### src/rtl/spx_pkg.sv
package spx_pkg;
  localparam int MaxBanks = 10;
  localparam int PinCount = MaxBanks * 8;
  localparam int IdxW = $clog2(PinCount);
  localparam int BankSelW = 4;
  localparam int DivW = 16;
  localparam logic [BankSelW-1:0] GlobalBank = 4'hF;
  localparam logic [3:0] FldCtrl = 4'd0;
  localparam logic [3:0] FldDivLo = 4'd1;
  localparam logic [3:0] FldDivHi = 4'd2;
  localparam logic [3:0] FldOut = 4'd0;
  localparam logic [3:0] FldIn = 4'd1;
  localparam logic [3:0] FldEn = 4'd2;
  localparam logic [3:0] FldMode0 = 4'd3;
  localparam logic [3:0] FldMode1 = 4'd4;
  localparam logic [3:0] FldStat = 4'd5;
  localparam logic [3:0] FldKeep = 4'd6;

  typedef enum logic [1:0] {S_IDLE, S_LOAD, S_SHIFT} seqState_t;

  typedef struct packed {
    logic startFrame;
    logic sampleBit;
    logic frameDone;
    logic [IdxW-1:0] bitIdx;
  } seqStrobe_t;
endpackage

### src/rtl/spx_sequencer.sv
module spx_sequencer
  import spx_pkg::*;
(
  input  logic                clk,
  input  logic                rst_n,
  input  logic                softReset,
  input  logic                cfgEnable,
  input  logic [BankSelW-1:0] cfgBanks,
  input  logic [DivW-1:0]     cfgDiv,
  output logic                sclk,
  output logic                loadStrobe,
  output seqStrobe_t          strobes
);
  seqState_t state;
  logic phase;
  logic [DivW-1:0] divCnt;
  logic [IdxW-1:0] bitCnt, frameBits, nextBits;
  logic [BankSelW-1:0] effBanks;
  logic go, tick, lastBit;

  always_comb begin
    effBanks = (cfgBanks > BankSelW'(MaxBanks)) ? BankSelW'(MaxBanks) : cfgBanks;
    nextBits = IdxW'({effBanks, 3'b000});
    go = cfgEnable && (effBanks != '0);
    tick = (state != S_IDLE) && (divCnt >= cfgDiv);
    lastBit = (bitCnt == frameBits - 1'b1);
  end

  always_ff @(posedge clk or negedge rst_n) begin
    if (!rst_n) begin
      state <= S_IDLE; phase <= 1'b0; divCnt <= '0; bitCnt <= '0; frameBits <= '0;
    end else if (softReset) begin
      state <= S_IDLE; phase <= 1'b0; divCnt <= '0; bitCnt <= '0; frameBits <= '0;
    end else if (state == S_IDLE) begin
      divCnt <= '0;
      if (go) begin
        state <= S_LOAD; phase <= 1'b0; bitCnt <= '0; frameBits <= nextBits;
      end
    end else begin
      divCnt <= tick ? '0 : divCnt + 1'b1;
      if (tick) begin
        if (state == S_LOAD) begin
          if (phase) state <= S_SHIFT;
          phase <= ~phase;
        end else if (!phase) begin
          phase <= 1'b1;
        end else begin
          phase <= 1'b0;
          if (lastBit) begin
            bitCnt <= '0;
            if (go) begin
              state <= S_LOAD; frameBits <= nextBits;
            end else begin
              state <= S_IDLE;
            end
          end else begin
            bitCnt <= bitCnt + 1'b1;
          end
        end
      end
    end
  end

  always_comb begin
    sclk = (state == S_SHIFT) && phase;
    loadStrobe = (state == S_LOAD);
    strobes.frameDone = (state == S_SHIFT) && tick && phase && lastBit;
    strobes.startFrame = ((state == S_IDLE) && go) || (strobes.frameDone && go);
    strobes.sampleBit = (state == S_SHIFT) && tick && !phase;
    strobes.bitIdx = bitCnt;
  end

  a_r4_load_sclk_low: assert property (@(posedge clk) disable iff (!rst_n)
    loadStrobe |-> !sclk);
  a_r2_idle_quiet: assert property (@(posedge clk) disable iff (!rst_n)
    (state == S_IDLE && !go) |=> (state == S_IDLE));
  a_r1_bit_bound: assert property (@(posedge clk) disable iff (!rst_n)
    (state == S_SHIFT) |-> (bitCnt < frameBits));
  a_r3_hold_between_ticks: assert property (@(posedge clk) disable iff (!rst_n)
    (state != S_IDLE && !tick && !softReset) |=> $stable(sclk));
endmodule

### src/rtl/spx_datapath.sv
module spx_datapath
  import spx_pkg::*;
(
  input  logic                clk,
  input  logic                rst_n,
  input  logic                softReset,
  input  logic                wrEn,
  input  logic [7:0]          wrAddr,
  input  logic [7:0]          wrData,
  input  logic [7:0]          rdAddr,
  output logic [7:0]          rdData,
  input  seqStrobe_t          strobes,
  input  logic                sdataIn,
  output logic                sdataOut,
  output logic                cfgEnable,
  output logic [BankSelW-1:0] cfgBanks,
  output logic [DivW-1:0]     cfgDiv,
  output logic                irq
);
  logic [PinCount-1:0] outVal, outSnap, intEn, mode0, mode1, keepMask;
  logic [PinCount-1:0] sticky, inSnap, capBits, edgeEv, stsClr, statusView;
  logic [BankSelW-1:0] wrBank, rdBank;
  logic [3:0] wrField, rdField;
  logic statWrite;

  assign wrBank = wrAddr[7:4];
  assign wrField = wrAddr[3:0];
  assign rdBank = rdAddr[7:4];
  assign rdField = rdAddr[3:0];
  assign statWrite = wrEn && (wrField == FldStat) && (wrBank < BankSelW'(MaxBanks));

  for (genvar i = 0; i < PinCount; i++) begin : g_pin
    logic wentUp, wentDown, levelHit;
    assign wentUp = strobes.frameDone && !inSnap[i] && capBits[i];
    assign wentDown = strobes.frameDone && inSnap[i] && !capBits[i];
    assign edgeEv[i] = mode1[i] && (mode0[i] ? wentDown : wentUp);
    assign stsClr[i] = wrEn && (wrField == FldStat) && (wrBank == BankSelW'(i / 8)) && wrData[i % 8];
    assign levelHit = mode0[i] ? !inSnap[i] : inSnap[i];
    assign statusView[i] = mode1[i] ? sticky[i] : levelHit;
  end

  always_ff @(posedge clk or negedge rst_n) begin
    if (!rst_n) begin
      cfgEnable <= 1'b0; cfgBanks <= '0; cfgDiv <= '0;
      outVal <= '0; intEn <= '0; mode0 <= '0; mode1 <= '0; keepMask <= '0;
    end else if (softReset) begin
      cfgEnable <= 1'b0; cfgBanks <= '0; cfgDiv <= '0;
      outVal <= outVal & keepMask; intEn <= '0; mode0 <= '0; mode1 <= '0;
    end else if (wrEn) begin
      if (wrBank == GlobalBank) begin
        case (wrField)
          FldCtrl:  begin cfgEnable <= wrData[0]; cfgBanks <= wrData[7:4]; end
          FldDivLo: cfgDiv[7:0] <= wrData;
          FldDivHi: cfgDiv[15:8] <= wrData;
          default: ;
        endcase
      end
      for (int b = 0; b < MaxBanks; b++) begin
        if (wrBank == BankSelW'(b)) begin
          case (wrField)
            FldOut:   outVal[b*8 +: 8] <= wrData;
            FldEn:    intEn[b*8 +: 8] <= wrData;
            FldMode0: mode0[b*8 +: 8] <= wrData;
            FldMode1: mode1[b*8 +: 8] <= wrData;
            FldKeep:  keepMask[b*8 +: 8] <= wrData;
            default: ;
          endcase
        end
      end
    end
  end

  always_ff @(posedge clk or negedge rst_n) begin
    if (!rst_n) begin
      sticky <= '0; inSnap <= '0; capBits <= '0; outSnap <= '0;
    end else if (softReset) begin
      sticky <= '0; inSnap <= '0; capBits <= '0; outSnap <= '0;
    end else begin
      sticky <= edgeEv | (sticky & ~stsClr);
      if (strobes.frameDone) inSnap <= capBits;
      if (strobes.startFrame) begin
        capBits <= '0;
        outSnap <= outVal;
      end else if (strobes.sampleBit) begin
        capBits[strobes.bitIdx] <= sdataIn;
      end
    end
  end

  assign sdataOut = outSnap[strobes.bitIdx];
  assign irq = |(statusView & intEn);

  always_comb begin
    rdData = '0;
    if (rdBank == GlobalBank) begin
      case (rdField)
        FldCtrl:  rdData = {cfgBanks, 3'b000, cfgEnable};
        FldDivLo: rdData = cfgDiv[7:0];
        FldDivHi: rdData = cfgDiv[15:8];
        default: ;
      endcase
    end
    for (int b = 0; b < MaxBanks; b++) begin
      if (rdBank == BankSelW'(b)) begin
        case (rdField)
          FldOut:   rdData = outVal[b*8 +: 8];
          FldIn:    rdData = inSnap[b*8 +: 8];
          FldEn:    rdData = intEn[b*8 +: 8];
          FldMode0: rdData = mode0[b*8 +: 8];
          FldMode1: rdData = mode1[b*8 +: 8];
          FldStat:  rdData = statusView[b*8 +: 8];
          FldKeep:  rdData = keepMask[b*8 +: 8];
          default: ;
        endcase
      end
    end
  end

  a_r8_sticky_hold: assert property (@(posedge clk) disable iff (!rst_n)
    (!strobes.frameDone && !statWrite && !softReset) |=> $stable(sticky));
  a_r6_snapshot_hold: assert property (@(posedge clk) disable iff (!rst_n)
    (!strobes.frameDone && !softReset) |=> $stable(inSnap));
  a_r10_keep_outputs: assert property (@(posedge clk) disable iff (!rst_n)
    softReset |=> ((outVal & keepMask) == ($past(outVal) & $past(keepMask))));
endmodule

### src/rtl/serial_pin_expander.sv
module serial_pin_expander
  import spx_pkg::*;
(
  input  logic       clk,
  input  logic       rst_n,
  input  logic       softReset,
  input  logic       wrEn,
  input  logic [7:0] wrAddr,
  input  logic [7:0] wrData,
  input  logic [7:0] rdAddr,
  output logic [7:0] rdData,
  input  logic       sdataIn,
  output logic       sdataOut,
  output logic       sclk,
  output logic       loadStrobe,
  output logic       irq
);
  seqStrobe_t strobes;
  logic cfgEnable;
  logic [BankSelW-1:0] cfgBanks;
  logic [DivW-1:0] cfgDiv;

  spx_sequencer u_seq (
    .clk(clk), .rst_n(rst_n), .softReset(softReset), .cfgEnable(cfgEnable),
    .cfgBanks(cfgBanks), .cfgDiv(cfgDiv), .sclk(sclk), .loadStrobe(loadStrobe),
    .strobes(strobes)
  );

  spx_datapath u_dp (
    .clk(clk), .rst_n(rst_n), .softReset(softReset), .wrEn(wrEn), .wrAddr(wrAddr),
    .wrData(wrData), .rdAddr(rdAddr), .rdData(rdData), .strobes(strobes),
    .sdataIn(sdataIn), .sdataOut(sdataOut), .cfgEnable(cfgEnable),
    .cfgBanks(cfgBanks), .cfgDiv(cfgDiv), .irq(irq)
  );

  a_r5_data_steady_high: assert property (@(posedge clk) disable iff (!rst_n)
    (sclk && $past(sclk)) |-> $stable(sdataOut));
endmodule

### config.mk
export PLATFORM = sky130hd
export DESIGN_NAME = serial_pin_expander
export DESIGN_NICKNAME = d
export VERILOG_FILES = /design/src/rtl/spx_pkg.sv /design/src/rtl/spx_sequencer.sv /design/src/rtl/spx_datapath.sv /design/src/rtl/serial_pin_expander.sv
export SDC_FILE = /design/constraint.sdc
export NUM_CORES = 2
export LEC_CHECK = 0
export ABC_AREA = 1
export BUFFER_PORTS_ARGS = -buffer_cell sky130_fd_sc_hd__buf_2
export CELL_PAD_IN_SITES_DETAIL_PLACEMENT = 1
export CELL_PAD_IN_SITES_GLOBAL_PLACEMENT = 1
export CORE_MARGIN = 2
export CORE_UTILIZATION = 40
export CTS_CLUSTER_SIZE = 14
export DETAILED_ROUTE_END_ITERATION = 8
export GPL_TIMING_DRIVEN = 1
export MAX_ROUTING_LAYER = met4
export PLACE_DENSITY_LB_ADDON = 0.1
export SLEW_MARGIN = 5
export SYNTH_ARGS = -nofsm -noshare
export SYNTH_HDL_FRONTEND = slang
export SYNTH_HIERARCHICAL = 1
export SYNTH_SLANG_ARGS = --single-unit
### constraint.sdc
create_clock -name clk -period 2.45 [get_ports clk]
set_input_delay 0.1225 -clock clk [delete_from_list [all_inputs] [get_ports clk]]
set_output_delay 0.1225 -clock clk [all_outputs]
set_load 0.05 [all_outputs]
After elaboration in Yosys (flattened, before gate mapping)
Cells that the tools add are included.
Word-level totals
  register bits after elaboration: 774
  output and inout bits: 12
Operators by class
  $add $sub $neg: 3
  bitwise gates (word level): 7
  eq/ne operators: 37
  order comparisons: 4
  muxes and demuxes: 372
  reduce and logical (&&, ||, !) cells: 752
Operators with widths (number)
  2-to-1 mux 80 bit: 16
  one-hot mux 8 bit (7 select lines): 10
  logical AND 1 bit: 501
  2-to-1 mux 8 bit: 56
  2-to-1 mux 1 bit: 253
  AND 80 bit: 3
  logical NOT 1 bit: 161
  AND reduction 3 bit: 43
  2-to-1 mux 7 bit: 14
  2-to-1 mux 16 bit: 6
  bitwise mux 80 bit: 1
  NOT 80 bit: 1
  bitwise OR 80 bit: 1
  OR reduction 80 bit: 1
  equality test 4 x 3 -> 1 bit, second input constant: 14
  AND reduction 4 bit: 13
  nonzero test 2 bit: 20
  equality test 4 x 2 -> 1 bit, second input constant: 8
  equality test 4 bit, second input constant: 6
  one-hot mux 8 bit (3 select lines): 1
  2-to-1 mux 4 bit: 5
  adder 16 x 1 -> 16 bit, second input constant: 1
  equality test 4 x 1 -> 1 bit, second input constant: 4
  greater-or-equal comparator 16 bit: 1
  other kinds (19): 35

Depth between registers and ports, before layout
  word-level depth: 23
  mapped depth: 19

Hierarchy
Netlist, hierarchy kept.
By module, submodules not included
  spx_datapath: instances 1, cells each 4793, area an instance 37088.1 um^2, sequential area each 18542.8 um^2
  spx_sequencer: instances 1, cells each 291, area an instance 2208.4 um^2, sequential area each 750.7 um^2

Worst setup path before layout
No wires, ideal clock.
  path kind: reg2reg
  start: reg u_seq.state[0]
  end: reg u_dp.inSnap[69]
  arrival time: 2.616 ns
  cell stages (with the launch flop): 12
  required time: 2.312 ns
  setup time: 0.138 ns
  setup slack: -0.304 ns
  period minus slack after synthesis: 2.754 ns
  path through: dfrtp_1 > inv_1 > nand2_1 > nor2_1 > nand3b_1 > inv_1 > clkbuf_1 > inv_1 > nand2_1 > clkbuf_1 > buf_1 > o22ai_1
RTL lines
  start: declaration: line spx_sequencer.sv:14  | seqState_t state;
  start signal: assignment: line spx_sequencer.sv:31  | state <= S_IDLE; phase <= 1'b0; divCnt <= '0; bitCnt <= '0; frameBits <= '0;
  start signal: assignment: line spx_sequencer.sv:33  | state <= S_IDLE; phase <= 1'b0; divCnt <= '0; bitCnt <= '0; frameBits <= '0;
  start signal: assignment: line spx_sequencer.sv:37  | state <= S_LOAD; phase <= 1'b0; bitCnt <= '0; frameBits <= nextBits;
  end signal: assignment: line spx_datapath.sv:80  | if (strobes.frameDone) inSnap <= capBits;
  end: declaration: line spx_datapath.sv:21  | logic [PinCount-1:0] sticky, inSnap, capBits, edgeEv, stsClr, statusView;

Worst setup path in the final report
  start: reg u_seq.bitCnt[0]
  end: out sdataOut
On the way
  word-level cells in the longest chain between the ends: 2
RTL lines
  start: declaration: line spx_sequencer.sv:17  | logic [IdxW-1:0] bitCnt, frameBits, nextBits;
  start signal: assignment: line spx_sequencer.sv:57  | bitCnt <= bitCnt + 1'b1;
  binary-select mux 1 bit (select 7 bit): line spx_datapath.sv:90  | assign sdataOut = outSnap[strobes.bitIdx];
  2-to-1 mux 1 bit (not written as such): line spx_datapath.sv:90
  end: declaration: line serial_pin_expander.sv:13  | output logic sdataOut,
No other way between the ends. The select of a mux whose other input is x is not followed.

==> summary.txt <==
Outcome
  – Status: finished with violations
  – Violated checks: setup timing

Logic synthesis
  – Synth Flop Type: dfrtp_1
  – Ys async rst share: 100%
  – Sequential share of the synthesized area: 49.1%
  – FF+latch count, synth: 771
  – Syn Nets: 5132
  – Most area-consuming cells after synthesis: dfrtp_1, nand2_1, o21ai_0
  – Synth Area per Inst: 7.73 um2
  – Syn Std Cell Area: 39300 um2
  – Yosys top cell by area: dfrtp_1
  – Cells after synthesis: 5084
  – Yosys warning count: 6
  – Count of cell types in the netlist: 54
  – Post-synth top area share: 49.1%
  – Number of synthesized flops with an enable pin: 0

Timing
  – Final setup violation count: 330
  – Setup Skew: 27.8 ps
  – Final setup margin: -805 ps
  – Worst-Margin Slew: 907 ps
  – RSZ-0062 raised after global routing: true
  – Final slew viol count: 0
  – Slew HR: 38.8%
  – F_max: 307 MHz
  – Hold Violations, Final: 0
  – Min Hold Slack: 76.0 ps
  – Fin crit share: 133%
  – TNS Setup: -182600 ps
  – Post-layout minimum cycle time: 3260 ps

Placement
  – I/O Buffers: 40
  – Place WS: -541 ps
  – Hpwl dp: 137000 um
  – Placer Congestion: 1.01

Power and ir drop
  – Pleak: 23.5 nW
  – Worst ir drop on vdd: 0.521 mV
  – Pwr Density: 692 nW/um2
  – Tot Pwr: 0.0358 W

Clock tree
  – Clk Latency, worst-skew pair: 710 ps
  – TritonCTS Buffers: 91
  – CTS max path bufs: 3
  – # clock sinks: 771
  – CTS clk-pin slew, worst paths: 60 ps
  – CTS tree: done
  – Root Driver: clkbuf_16
  – H-tree Lvls: 3

Detailed routing
  – Antenna viol nets, final: 0
  – DRT Pass-1 Iters: 6
  – Via density: 6.11
  – DRC violations left: 0
  – First DRT Iteration DRCs: 4730
  – Drt total wl: 206000 um
  – Routed vias: 42.4k
  – Wire per inst: 29.8 um

Worst setup path
  – Worst-path fanout max: 5
  – Slowest CP cell: dfrtp_2
  – CP Launch Type: flip-flop
  – Critical path class: flip-flop to primary output
  – Crit. End Element: primary output
  – Arrival time at the worst endpoint: 3130 ps
  – CP max stage delay: 460 ps
  – Critical path, cell by cell: buf_6 -> nand3_4 -> clkinvlp_4 -> buf_12 -> buf_12 -> a221oi_2 -> a21oi_2 -> o21ai_2 -> buf_4 -> nand3_2 -> buf_6 -> buf_8
  – Number of buffers and inverters on the critical path: 7
  – Family with the most delay on the worst path: buffers and inverters
  – Req. time, crit path: 2330 ps

Die
  – Die area: 101000 um2
  – Starting Density: 40.5%
  – Die X-Extent: 317 um
  – Row count: 114
  – IO Count: 41
  – Core area: 97000 um2
  – Die H: 317 um

Cells and area
  – Share of cells above drive strength 1: 22.0%
  – Core Util, Final: 53.4%
  – Nets: 5636
  – Area delta synth->final: 31.8%
  – Filler cells: 11.5k

Hold path
  – Min-Delay Path Class: input pin to flip-flop

GRT
  – Largest net degree at the start of global routing: 91
  – Antenna violations before repair: 9
  – Grt total ovfl: 0
  – First-pass GRT wire length: 290000 um
  – Total Routing Usage GR: 40.0%
  – Vias in the first global route: 42.4k

Job
  – Number of max-cap violations: 0
-- per-layer routing --
| layer | vias up | global-route usage, % | share of wire (%) |
|---|---|---|---|
| met5 | - | - | 0 |
| met4 | 0 | 23.0 | 7.2 |
| met3 | 709 | 7.19 | 9.7 |
| met2 | 2299 | 60.1 | 44 |
| met1 | 21400 | 51.0 | 39 |
| li1 | 18000 | - | - |
-- cells by family (layout without fill, tap and decap cells) --
| family | count (synthesis) | in the layout | share of synthesized area [%] |
|---|---|---|---|
| simple gates | 2061 | 2063 | 22.2 |
| compound gates | 1335 | 1335 | 19.0 |
| buf+inv | 884 | 1452 | 8.87 |
| flops | 771 | 771 | 49.1 |
| fa+ha+maj | 19 | 19 | 0.605 |
| xor+xnor | 14 | 14 | 0.312 |
| other cells | 0 | 5 | 0 |
-- registers in the layout (all words and copies together) (netlist names) --
signal           count
u_dp/capBits        80
u_dp/cfgBanks        4
u_dp/cfgDiv         16
u_dp/cfgEnable       1
u_dp/inSnap         80
u_dp/intEn          80
u_dp/keepMask       80
u_dp/mode0          80
u_dp/mode1          80
u_dp/outSnap        80
u_dp/outVal         80
u_dp/sticky         80
u_seq/bitCnt         7
u_seq/divCnt        16
u_seq/frameBits      4
u_seq/phase          1
u_seq/state          2
-- area by class of cell --
| type | instances | area, um2 | share of cell area, % |
|---|---|---|---|
| diodes | 5 | 12.5 | 0.0242 |
| clock buffers | 121 | 2500 | 4.83 |
| clock inverters | 38 | 470 | 0.909 |
| inverters | 621 | 2390 | 4.62 |
| multi-input cells | 3431 | 18300 | 35.3 |
| flip-flops and latches | 771 | 19300 | 37.3 |
| well taps | 1276 | 1600 | 3.08 |
| repair buffers | 672 | 7240 | 14.0 |
-- cells in the mapped netlist, drive strengths merged, types with 32 or more instances --
master and number:
a21oi 248, buf 65, clkbuf 198, dfrtp 771, inv 619, nand2 1377, nand3 197, nand4 126
nor2 269, nor3 32, o21ai 636, o22ai 367, or2 32
-- repair_timing --
| item | 4_1_cts | 5_1_grt |
|---|---|---|
| hold endpoints to repair | 651 | 0 |
| buffers inserted | 57 | 28 |
| hold buffers | 7 | 0 |
| endpoints found under the setup margin | 326 | 330 |
| pin swaps | 110 | 131 |
| resized for setup | 308 | 256 |
| gates cloned | 15 | 27 |
-- report_power, final --
| part | leakage (nW) | internal (W) | total, W | switching (W) |
|---|---|---|---|---|
| Sequential | 10.4 | 0.0136 | 0.0144 | 0.000794 |
| Combinational | 11.6 | 0.00267 | 0.00740 | 0.00474 |
| Clock | 1.46 | 0.00811 | 0.0140 | 0.00594 |
-- through the flow --
step | area (um2) | instances
after floorplan | 39300 | 5084
after global placement | 45100 | 6645
after detailed placement | 45100 | 6645
after CTS | 50100 | 6882
after global routing | 51800 | 6935
final | 51800 | 6935
-- cells in the final DEF (no fill, tap or decap), types with 18 or more instances in the layout --
cell and n:
nand3_2 36, nand3_1 147, nor2_1 233, nand2_2 87
dfrtp_1 767, o22ai_2 59, buf_4 452, nand2_1 1246
nor3_1 31, clkbuf_1 19, a221oi_1 21, inv_2 44
buf_2 28, nor2_2 20, nand4_1 126, o21ai_0 546
o21ai_2 25, o22ai_1 303, buf_12 105, clkbuf_16 109
ha_1 18, buf_6 32, o21ai_1 63, nand2_4 43
inv_1 565, a21oi_1 229
-- worst reg2reg max path: stages (launching register included) --
cell       delay, ps
dfrtp_2          460
buf_4            160
buf_6            110
buf_6            100
buf_6            100
buf_6            110
buf_6            110
ha_4             160
nand2_4           80
inv_4             50
nand3_4           70
nor2_4            40
nand3_2          100
nand3b_1         160
a21oi_2           80
buf_4            150
nor2_4           110
buf_8            170
buf_16           220
bufbuf_16        320
o21ai_0           80
o22ai_1          130
-- worst paths after layout --
kind,from,to,depth (start not counted),slack (ps)
min in group asynchronous,rst_n,u_dp/inSnap[31]$_DFFE_PN0P_,3,120
max in group asynchronous,rst_n,u_dp/inSnap[16]$_DFFE_PN0P_,4,1670
hold reg to reg,u_seq/frameBits[4]$_DFFE_PN0P_,u_seq/frameBits[4]$_DFFE_PN0P_,2,480
hold / removal,wrData[0],u_dp/keepMask[32]$_DFFE_PN0P_,4,80
setup reg to reg,u_seq/bitCnt[0]$_DFFE_PN0P_,u_dp/capBits[52]$_DFFE_PN0P_,21,-680
setup / recovery,u_seq/bitCnt[0]$_DFFE_PN0P_,sdataOut,12,-810
Power figures use the tool's default switching activity.
